`src/rtl/dataway_cmd_unit.sv`:
```
module dataway_cmd_unit #(
  parameter int DATA_W = 24,
  parameter int NUM_CH = 8,
  parameter int FN_W   = 5,
  parameter int SA_W   = 4
) (
  input  logic              clk,
  input  logic              rst_n,
  input  logic [FN_W-1:0]   cmd_fn,
  input  logic [SA_W-1:0]   cmd_sa,
  input  logic              strobe1,
  input  logic              strobe2,
  input  logic              init_z,
  input  logic              clear_c,
  input  logic              inhibit_i,
  input  logic              lam_en,
  input  logic              eow_ext,
  input  logic              eow_int,
  output logic [$clog2(NUM_CH)-1:0] ch_sel,
  input  logic [DATA_W-1:0] ch_data,
  input  logic              ch_valid,
  output logic [DATA_W-1:0] rd_data,
  output logic              resp_q,
  output logic              resp_x,
  output logic              lam_req,
  output logic              unit_clr,
  output logic              inputs_inhibit
);
  localparam int CH_W = $clog2(NUM_CH);
  localparam logic [FN_W-1:0] FN_READ   = FN_W'(0);
  localparam logic [FN_W-1:0] FN_RDCLR  = FN_W'(2);
  localparam logic [FN_W-1:0] FN_TEST   = FN_W'(8);
  localparam logic [FN_W-1:0] FN_CLEAR  = FN_W'(9);
  localparam logic [FN_W-1:0] FN_TSTCLR = FN_W'(10);
  localparam logic [SA_W-1:0] SA_LAST   = SA_W'(NUM_CH - 1);

  logic s2_d, eow_d, lam, clr_q;
  logic sa_zero, is_read, is_test, is_clear, is_tstclr, is_rdclr_last;
  logic strobe, s2_rise, eow_now, eow_rise, unit_clr_cmd, lam_clr_cmd;

  assign sa_zero       = (cmd_sa == '0);
  assign is_read       = ((cmd_fn == FN_READ) || (cmd_fn == FN_RDCLR)) && (int'(cmd_sa) < NUM_CH);
  assign is_test       = (cmd_fn == FN_TEST) && sa_zero;
  assign is_clear      = (cmd_fn == FN_CLEAR) && sa_zero;
  assign is_tstclr     = (cmd_fn == FN_TSTCLR) && sa_zero;
  assign is_rdclr_last = (cmd_fn == FN_RDCLR) && (cmd_sa == SA_LAST);

  assign strobe   = strobe1 | strobe2;
  assign s2_rise  = strobe2 & ~s2_d;
  assign eow_now  = eow_ext | eow_int;
  assign eow_rise = eow_now & ~eow_d;

  assign unit_clr_cmd = s2_rise & (init_z | clear_c | is_clear | is_rdclr_last);
  assign lam_clr_cmd  = s2_rise & (init_z | clear_c | is_clear | is_tstclr);

  always_ff @(posedge clk or negedge rst_n) begin
    if (!rst_n) begin
      s2_d  <= 1'b0;
      eow_d <= 1'b0;
      lam   <= 1'b0;
      clr_q <= 1'b0;
    end else begin
      s2_d  <= strobe2;
      eow_d <= eow_now;
      clr_q <= unit_clr_cmd;
      if (lam_clr_cmd)
        lam <= 1'b0;
      else if (lam_en && eow_rise)
        lam <= 1'b1;
    end
  end

  assign ch_sel         = cmd_sa[CH_W-1:0];
  assign rd_data        = (strobe && is_read) ? ch_data : '0;
  assign resp_q         = strobe & ((is_read & ch_valid) | ((is_test | is_tstclr) & lam));
  assign resp_x         = is_read | is_test | is_clear | is_tstclr;
  assign lam_req        = lam;
  assign unit_clr       = clr_q;
  assign inputs_inhibit = inhibit_i;


  clr_single_chk: assert property (@(posedge clk) disable iff (!rst_n)
    unit_clr |=> !unit_clr);


  tstclr_drop_chk: assert property (@(posedge clk) disable iff (!rst_n)
    (s2_rise && is_tstclr) |=> !lam_req);


  rdclr_keep_chk: assert property (@(posedge clk) disable iff (!rst_n)
    (s2_rise && is_rdclr_last && !init_z && !clear_c && lam_req) |=> (lam_req && unit_clr));


  lam_gate_chk: assert property (@(posedge clk) disable iff (!rst_n)
    (!lam_en && !lam_req) |=> !lam_req);


  lam_hold_chk: assert property (@(posedge clk) disable iff (!rst_n)
    (lam_req && !strobe2) |=> lam_req);


  bad_cmd_chk: assert property (@(posedge clk) disable iff (!rst_n)
    !resp_x |-> (!resp_q && rd_data == '0));
endmodule

```
`config.mk`:
```
export PLATFORM = sky130hd
export DESIGN_NAME = dataway_cmd_unit
export DESIGN_NICKNAME = d
export VERILOG_FILES = /design/src/rtl/dataway_cmd_unit.sv
export SDC_FILE = /design/constraint.sdc
export NUM_CORES = 1
export LEC_CHECK = 0
export BUFFER_PORTS_ARGS = -buffer_cell sky130_fd_sc_hd__buf_4
export CAP_MARGIN = 20
export CORE_MARGIN = 2
export CORE_UTILIZATION = 30
export DETAILED_ROUTE_END_ITERATION = 6
export GPL_TIMING_DRIVEN = 0
export PLACE_DENSITY = 0.92
export SLEW_MARGIN = 10
export SYNTH_ARGS = -nofsm -noshare
export SYNTH_HDL_FRONTEND = slang
export SYNTH_SLANG_ARGS = --single-unit
```
`constraint.sdc`:
```
create_clock -name clk -period 2.3 [get_ports clk]
set_clock_uncertainty 0.15 [all_clocks]
set_input_delay 0.23 -clock clk [delete_from_list [all_inputs] [get_ports clk]]
set_output_delay 0.23 -clock clk [all_outputs]
set_load 0.05 [all_outputs]
```
# Word level (Yosys, flattened, before mapping)
# Index checks and enable logic that the tools add are counted.
# classes
magnitude_cmp,1
eq_ne,5
muxes,3
bitwise_logic,20
reduce_logical,11
# ops
op,count
2-to-1 mux 24 bit,1
== test 5 x 4 -> 1 bit (second input constant),3
OR 1 bit,11
AND 1 bit,7
logical AND 1 bit,7
== test 5 x 2 -> 1 bit (second input constant),1
zero test 5 bit,1
== test 4 x 3 -> 1 bit (second input constant),1
zero test 4 bit,1
< comparator 4 bit (second input constant),1
2-to-1 mux 1 bit,2
NOT 1 bit,2
nonzero test 2 bit,1
logical OR 1 bit,1
# totals
regBits,4
input_bits,44
out_inout_bits,32
word_cells,44

# Longest topological paths before layout
# Gate-level depths: netlist (run 1).
# logic_depth
depth_word,6
ltp_mapped,4
ltp_nobuf,3

# Worst setup path before layout (run 1)
# OpenSTA, ideal clock, no wires.
# synth_timing
path_type,input-to-output
start,input port cmd_fn[2]
end,output port resp_x
arrival_ps,1737
t_required_ps,1920
slack_ps,183
cell_stages,2
path_buffers,0
cell_sequence,or3_4 o21ai_0
# synth_via
elab_chain_cells,6
word_cells_on_any_way,13
cone_classes,4 x eq/ne; 3 x bitwise; 6 x reduce/logical
# synth_rtl
element,line,source
start: declaration,9,"input logic [FN_W-1:0] cmd_fn,"
== test 5 x 2 -> 1 bit or zero test 5 bit (tied branches),42,assign is_read = ((cmd_fn == FN_READ) || (cmd_fn == FN_RDCLR)) && (int'(cmd_sa) < NUM_CH);
logical OR 1 bit,42,
logical AND 1 bit,42,
OR 1 bit (2 in a row),76,assign resp_x = is_read | is_test | is_clear | is_tstclr;
OR 1 bit (*),76,
end: declaration,24,"output logic resp_x,"
# Mark *: on every way between the ends. The rest lies on a longest branch, timed or not.

# Worst setup path in the final report (run 1)
# layout_timing
start,input port strobe2
end,output port rd_data[9]
# layout_via
elab_chain_cells,3
# layout_rtl
element,line,source
start: declaration,12,"input logic strobe2,"
OR 1 bit,48,assign strobe = strobe1 | strobe2;
logical AND 1 bit,74,assign rd_data = (strobe && is_read) ? ch_data : '0;
2-to-1 mux 24 bit,74,
end: declaration,22,"output logic [DATA_W-1:0] rd_data,"
# No other way between the ends.

==> flow_metrics.tcl, run 1 <==
set metrics [dict create \
    grt_max_degree 11 \
    max_slew.worst_pin.slew_ns 0.722 \
    yosysSeqAreaShare_pct 20.6 \
    std_cell_rows 14 \
    critical_path.top_delay_family "buffers and inverters" \
    pin_count 76 \
    port_buffers 74 \
    ant_nets 0 \
    fin_util_pct 73.3 \
    worstSetupPathType "primary input to primary output" \
    path_clk_slew_ns 0.04 \
    vias_per_cell 4.79 \
    seq_power_share_pct 24.7 \
    grt-ovfl-total 0 \
    powerDensity_nw_per_um2 291 \
    fin_crit_sh_pct 92.9 \
    hp-start "eow_ext" \
    cp.required_ns 1.92 \
    cpMaxStageDelayCell "dlygate4sd3_1" \
    synth_warnings 0 \
    crit_chain "dlygate4sd3_1 -> buf_4 -> nor2_1 -> nor3_4 -> buf_6 -> and2_2 -> buf_4" \
    synth_top_area_cell "dfrtp_1" \
    syn_avg_cell_area_um2 8.09 \
    netlist_instances 60 \
    crit_start "strobe2" \
    cpPeakStageDelay_ns 0.54 \
    vias 743 \
    place_hpwl_um 1940 \
    min_path_type "primary input to flop" \
    worstReg2RegStart "s2_d" \
    ir_drop_mv 0.174 \
    drt-pass1-iter-count 4 \
    clock_latency_ns 0.25 \
    synth.area.top_cells "dfrtp_1, and2_1, and2_2, buf_4, buf_6" \
    drv_slew 0 \
    p_sw_share_pct 34.2 \
    setup_violations 0 \
    antenna_found_initial 0 \
    internal_power_uw 211 \
    async_flop_share_pct 100 \
    drc 0 \
    synth_edf_count 0 \
    worst_setup_path_start_kind "primary input" \
    worst_path_most_repeated_cell "buf_4" \
    finalSetupTns_ns 0 \
    cp_data_arrival_time_ns 1.76 \
    status "complete, no violations" \
    crit_path_end_kind "primary output" \
    max-cap-violations 0 \
    min_period_ns 2.14 \
    grt_pass1_vias 763 \
    synthToLayoutAreaGrowth_pct 127 \
    postPlaceCellArea_um2 1060 \
    hold_buffers 2 \
    initial_core_util_pct 32.2 \
    place_congestion 0.748 \
    diodes 0 \
    synth_area_um2 485 \
    clockRootBuffer "clkbuf_4" \
    syn-num-nets 104 \
    leakage_uw 0.000610 \
    layout-drive-gt1-share_pct 69.1 \
    coreArea_um2 1510 \
    p_clk_share_pct 28.5 \
    drt-initial-drc-count 16 \
    rsz0062_at_grt "false" \
    die_height_um 44.2 \
    p_switching_uw 110 \
    nNetsFinal 185 \
    grt_use_total_pct 23.7 \
    slew_headroom_pct 51.2 \
    htreeDepth 1 \
    fp.dieW_um 44.2 \
    ys.flop_type "dfrtp_1" \
    whs_ns 0.0435 \
    final_area_um2 1100 \
    dieArea_um2 1960 \
    cts_made_buffers 3 \
    ys_ff_latch 4 \
    ctsLongestPathBuffers 2 \
    ctsResizeCount 0 \
    yosysUniqueCellTypes 23 \
    crit_buf_inv 4 \
    routedWlPerCell_um 14.9 \
    clock-sinks 4 \
    cts_setup_buffers 0 \
    cts_tree "yes" \
    max_clock_freq_ghz 0.468 \
    drt_wl_total_um 2310 \
    hold_violations 0 \
    cp_max_fo 10 \
    synth.top_cell.area_share_pct 20.6 \
    grt_pass1_wl_um 3260 \
    power_frac_comb_pct 46.8 \
]
per-stage QoR:
step / total power [µW] / setup slack [ns] / std cells
5_1_grt: 335 / 0.0875 / 155
4_1_cts: 321 / 0.173 / 155
2_1_floorplan: 145 / 0.183 / 60
3_5_place_dp: 227 / 0.360 / 150
3_3_place_gp: 222 / 0.391 / 150
6_report: 321 / 0.163 / 155
cell usage in the layout (no fill, tap or decap), drive strengths merged, types with 3 or more instances in the layout:
master	n
buf	80
and2	24
dfrtp	4
nand3	3
clkbuf	3
synthesized netlist by cell type (2+ instances only):
cell	n
or2_2	2
and2_2	9
nand4_1	2
nor2_1	2
nor2b_1	2
and2_1	15
o21ai_0	2
buf_4	4
a21oi_1	2
nand3_1	3
buf_6	2
dfrtp_1	4
state kept, by name (all words and copies together), names as in the netlist:
name      count
s2_d          1
eow_d         1
unit_clr      1
lam_req       1
routing by layer:
layer | track usage, % | up-vias | routed length (µm)
met5 | 0 | - | 0
met4 | 17.0 | 0 | 63
met3 | 4.90 | 7 | 229
met2 | 49.7 | 45 | 1350
met1 | 18.0 | 334 | 668
li1 | - | 357 | -
power by group through the flow:
stage	Sequential (µW)	Clock, µW	Combinational, µW
floorplan	91.3	0	54.1
global placement	79.8	0	142
detailed placement	80.1	0	147
CTS	79.2	91.7	150
global route	79.6	97.0	159
finish	79.2	91.6	150
kinds of logic after synthesis:
family,count (synthesis),share of synthesized area (%)
buffers and inverters,7,11.6
xor gates and xnor gates,1,1.80
DFF,4,20.6
AOI/OAI and AO/OA,6,7.48
and+or+nand+nor,42,58.5
layout make-up:
class / count / area (µm²)
Multi-Input combinational cell: 49 / 329
Fill cell: 117 / 403
Inverter: 1 / 3.75
Timing Repair Buffer: 76 / 576
Buffer: 6 / 52.6
Tap cell: 16 / 20.0
Clock buffer: 3 / 22.5
Sequential cell: 4 / 100
path summary, 6_finish.rpt:
path | endpoint | slack (ns) | depth (start not counted)
min in group asynchronous | lam_req | 0.19 | 2
setup / recovery | rd_data[9] | 0.16 | 7
setup reg to reg | unit_clr | 1.22 | 3
hold / removal | eow_d | 0.04 | 2
max in group asynchronous | s2_d | 1.71 | 2
hold reg to reg | lam_req | 0.41 | 2
(Power assumes the default switching activity.)
==> run 2, diff against run 1 <==
--- a/config.mk
+++ b/config.mk
@@ -5,7 +5,7 @@
 export SDC_FILE = /design/constraint.sdc
 export NUM_CORES = 1
 export LEC_CHECK = 0
-export BUFFER_PORTS_ARGS = -buffer_cell sky130_fd_sc_hd__buf_4
+export BUFFER_PORTS_ARGS = -buffer_cell sky130_fd_sc_hd__buf_2
 export CAP_MARGIN = 20
 export CORE_MARGIN = 2
 export CORE_UTILIZATION = 30
==> flow_metrics.tcl, run 2 (synthesis results as in run 1) <==
set metrics [dict create \
    r2r_slack_ns 1.19 \
    fp.dieW_um 44.2 \
    cts_made_buffers 3 \
    drv_slew 0 \
    leakage_uw 0.000573 \
    coreArea_um2 1510 \
    crit_buf_inv 4 \
    port_buffers 74 \
    cpMaxStageDelayCell "dlygate4sd3_1" \
    status "complete, no violations" \
    fin_crit_sh_pct 91.5 \
    drc 0 \
    worstReg2RegStart "s2_d" \
    ant_nets 0 \
    cp-endpoint "rd_data[14]" \
    p_switching_uw 101 \
    power_frac_comb_pct 42.3 \
    crit_cells 7 \
    final_common_cell "buf_2" \
    min_period_ns 2.10 \
    worst_path_most_repeated_cell "buf_2" \
    fin_util_pct 61.0 \
    max_slew.worst_pin.slew_ns 0.654 \
    ctsLongestPathBuffers 2 \
    critical_path.top_delay_family "buffers and inverters" \
    vias 706 \
    grt_use_total_pct 17.5 \
    path_clk_slew_ns 0.03 \
    place_congestion 0.795 \
    internal_power_uw 185 \
    ir_drop_mv 0.168 \
    cp_max_fo 10 \
    grt-ovfl-total 0 \
    max-cap-violations 0 \
    p_total_uw 285 \
    die_height_um 44.2 \
    nNetsFinal 185 \
    vias_per_cell 4.55 \
    seq_power_share_pct 27.6 \
    crit_chain "dlygate4sd3_1 -> buf_2 -> nor2_1 -> nor3_4 -> buf_6 -> and2_2 -> buf_2" \
    crit_start "strobe2" \
    grt_pass1_vias 686 \
    grt_pass1_wl_um 2570 \
    hold_violations 0 \
    clock-sinks 4 \
    crit_path_end_kind "primary output" \
    clockRootBuffer "clkbuf_4" \
    drt-pass1-iter-count 4 \
    std_cell_rows 14 \
    routedWlPerCell_um 11.6 \
    powerDensity_nw_per_um2 311 \
    layout-drive-gt1-share_pct 69.1 \
    finalSetupTns_ns 0 \
    diodes 0 \
    clock_latency_ns 0.23 \
    htreeDepth 1 \
    max_clock_freq_ghz 0.475 \
    drt_wl_total_um 1800 \
    dieArea_um2 1960 \
    place_hpwl_um 1600 \
    rsz0062_at_grt "false" \
    cp_data_arrival_time_ns 1.72 \
    final_cell_mix "buf_2, and2_1, and2_2, buf_4, dfrtp_1" \
    grt_max_degree 11 \
    cts_tree "yes" \
    worst_setup_path_start_kind "primary input" \
    r2r_end "unit_clr" \
    antenna_found_initial 0 \
    worstRegToRegCells 3 \
    cp.required_ns 1.92 \
    ctsResizeCount 0 \
    pin_count 76 \
    min_path_type "primary input to flop" \
    synthToLayoutAreaGrowth_pct 89.2 \
    p_clk_share_pct 30.1 \
    slew_headroom_pct 55.8 \
    p_sw_share_pct 35.3 \
    initial_core_util_pct 32.2 \
    setup_violations 0 \
    cpPeakStageDelay_ns 0.53 \
    drt-initial-drc-count 5 \
    worstSetupPathType "primary input to primary output" \
]
## run 2: how the worst min path moves through the flow
stage	start	end	slack, ns	depth (start not counted)
6_report	eow_ext	eow_d	0.05	2
5_1_grt	eow_ext	eow_d	0.04	2
4_1_cts	eow_ext	eow_d	0.04	2
3_5_place_dp	rst_n	lam_req	-0.11	1
3_3_place_gp	rst_n	eow_d	-0.12	1
2_1_floorplan	rst_n	eow_d	-0.22	0
## run 2: worst reg2reg max path: cells and delay by family (launching register included)
family / cells / cell delay [ns]
and+or+nand+nor: 3 / 0.52
DFF: 1 / 0.36
## run 2: timing repair
item / in CTS / in global routing
hold buffers: 2 / 0
endpoints found under the hold margin: 5 / 0
buffers inserted: 0 / 0
## run 2: area by class of cell
type	instances	area, µm²
Tap cell	16	20.0
Fill cell	140	588
Buffer	6	52.6
Inverter	1	3.75
Multi-Input combinational cell	49	329
Clock buffer	3	22.5
Sequential cell	4	100
Timing Repair Buffer	76	390
## run 2: routing by layer
| layer | share of wire [%] | up-vias | global-route usage (%) | routed length, µm |
|---|---|---|---|---|
| met5 | 0 | - | 0 | 0 |
| met1 | 34 | 306 | 16.2 | 607 |
| met4 | 0 | 0 | 9.09 | 0 |
| met3 | 9.9 | 0 | 2.86 | 178 |
| met2 | 56 | 42 | 35.3 | 1020 |
| li1 | - | 358 | - | - |
## run 2: power groups by stage
stage	logic (µW)	clock network [µW]	registers [µW]
floorplan	54.1	0	91.3
global placement	115	0	79.8
detailed placement	118	0	79.5
CTS	121	89.6	78.6
global route	129	96.6	79.2
finish	121	86.0	78.7
## run 2: per-stage QoR
stage | area (µm²) | setup slack (ns) | cells | hold WS, ns
2_1_floorplan | 485 | 0.183 | 60 | -0.216
3_3_place_gp | 876 | 0.368 | 150 | -0.116
3_5_place_dp | 876 | 0.349 | 150 | -0.114
4_1_cts | 918 | 0.190 | 155 | 0.0429
5_1_grt | 918 | 0.126 | 155 | 0.0383
6_report | 918 | 0.197 | 155 | 0.0508
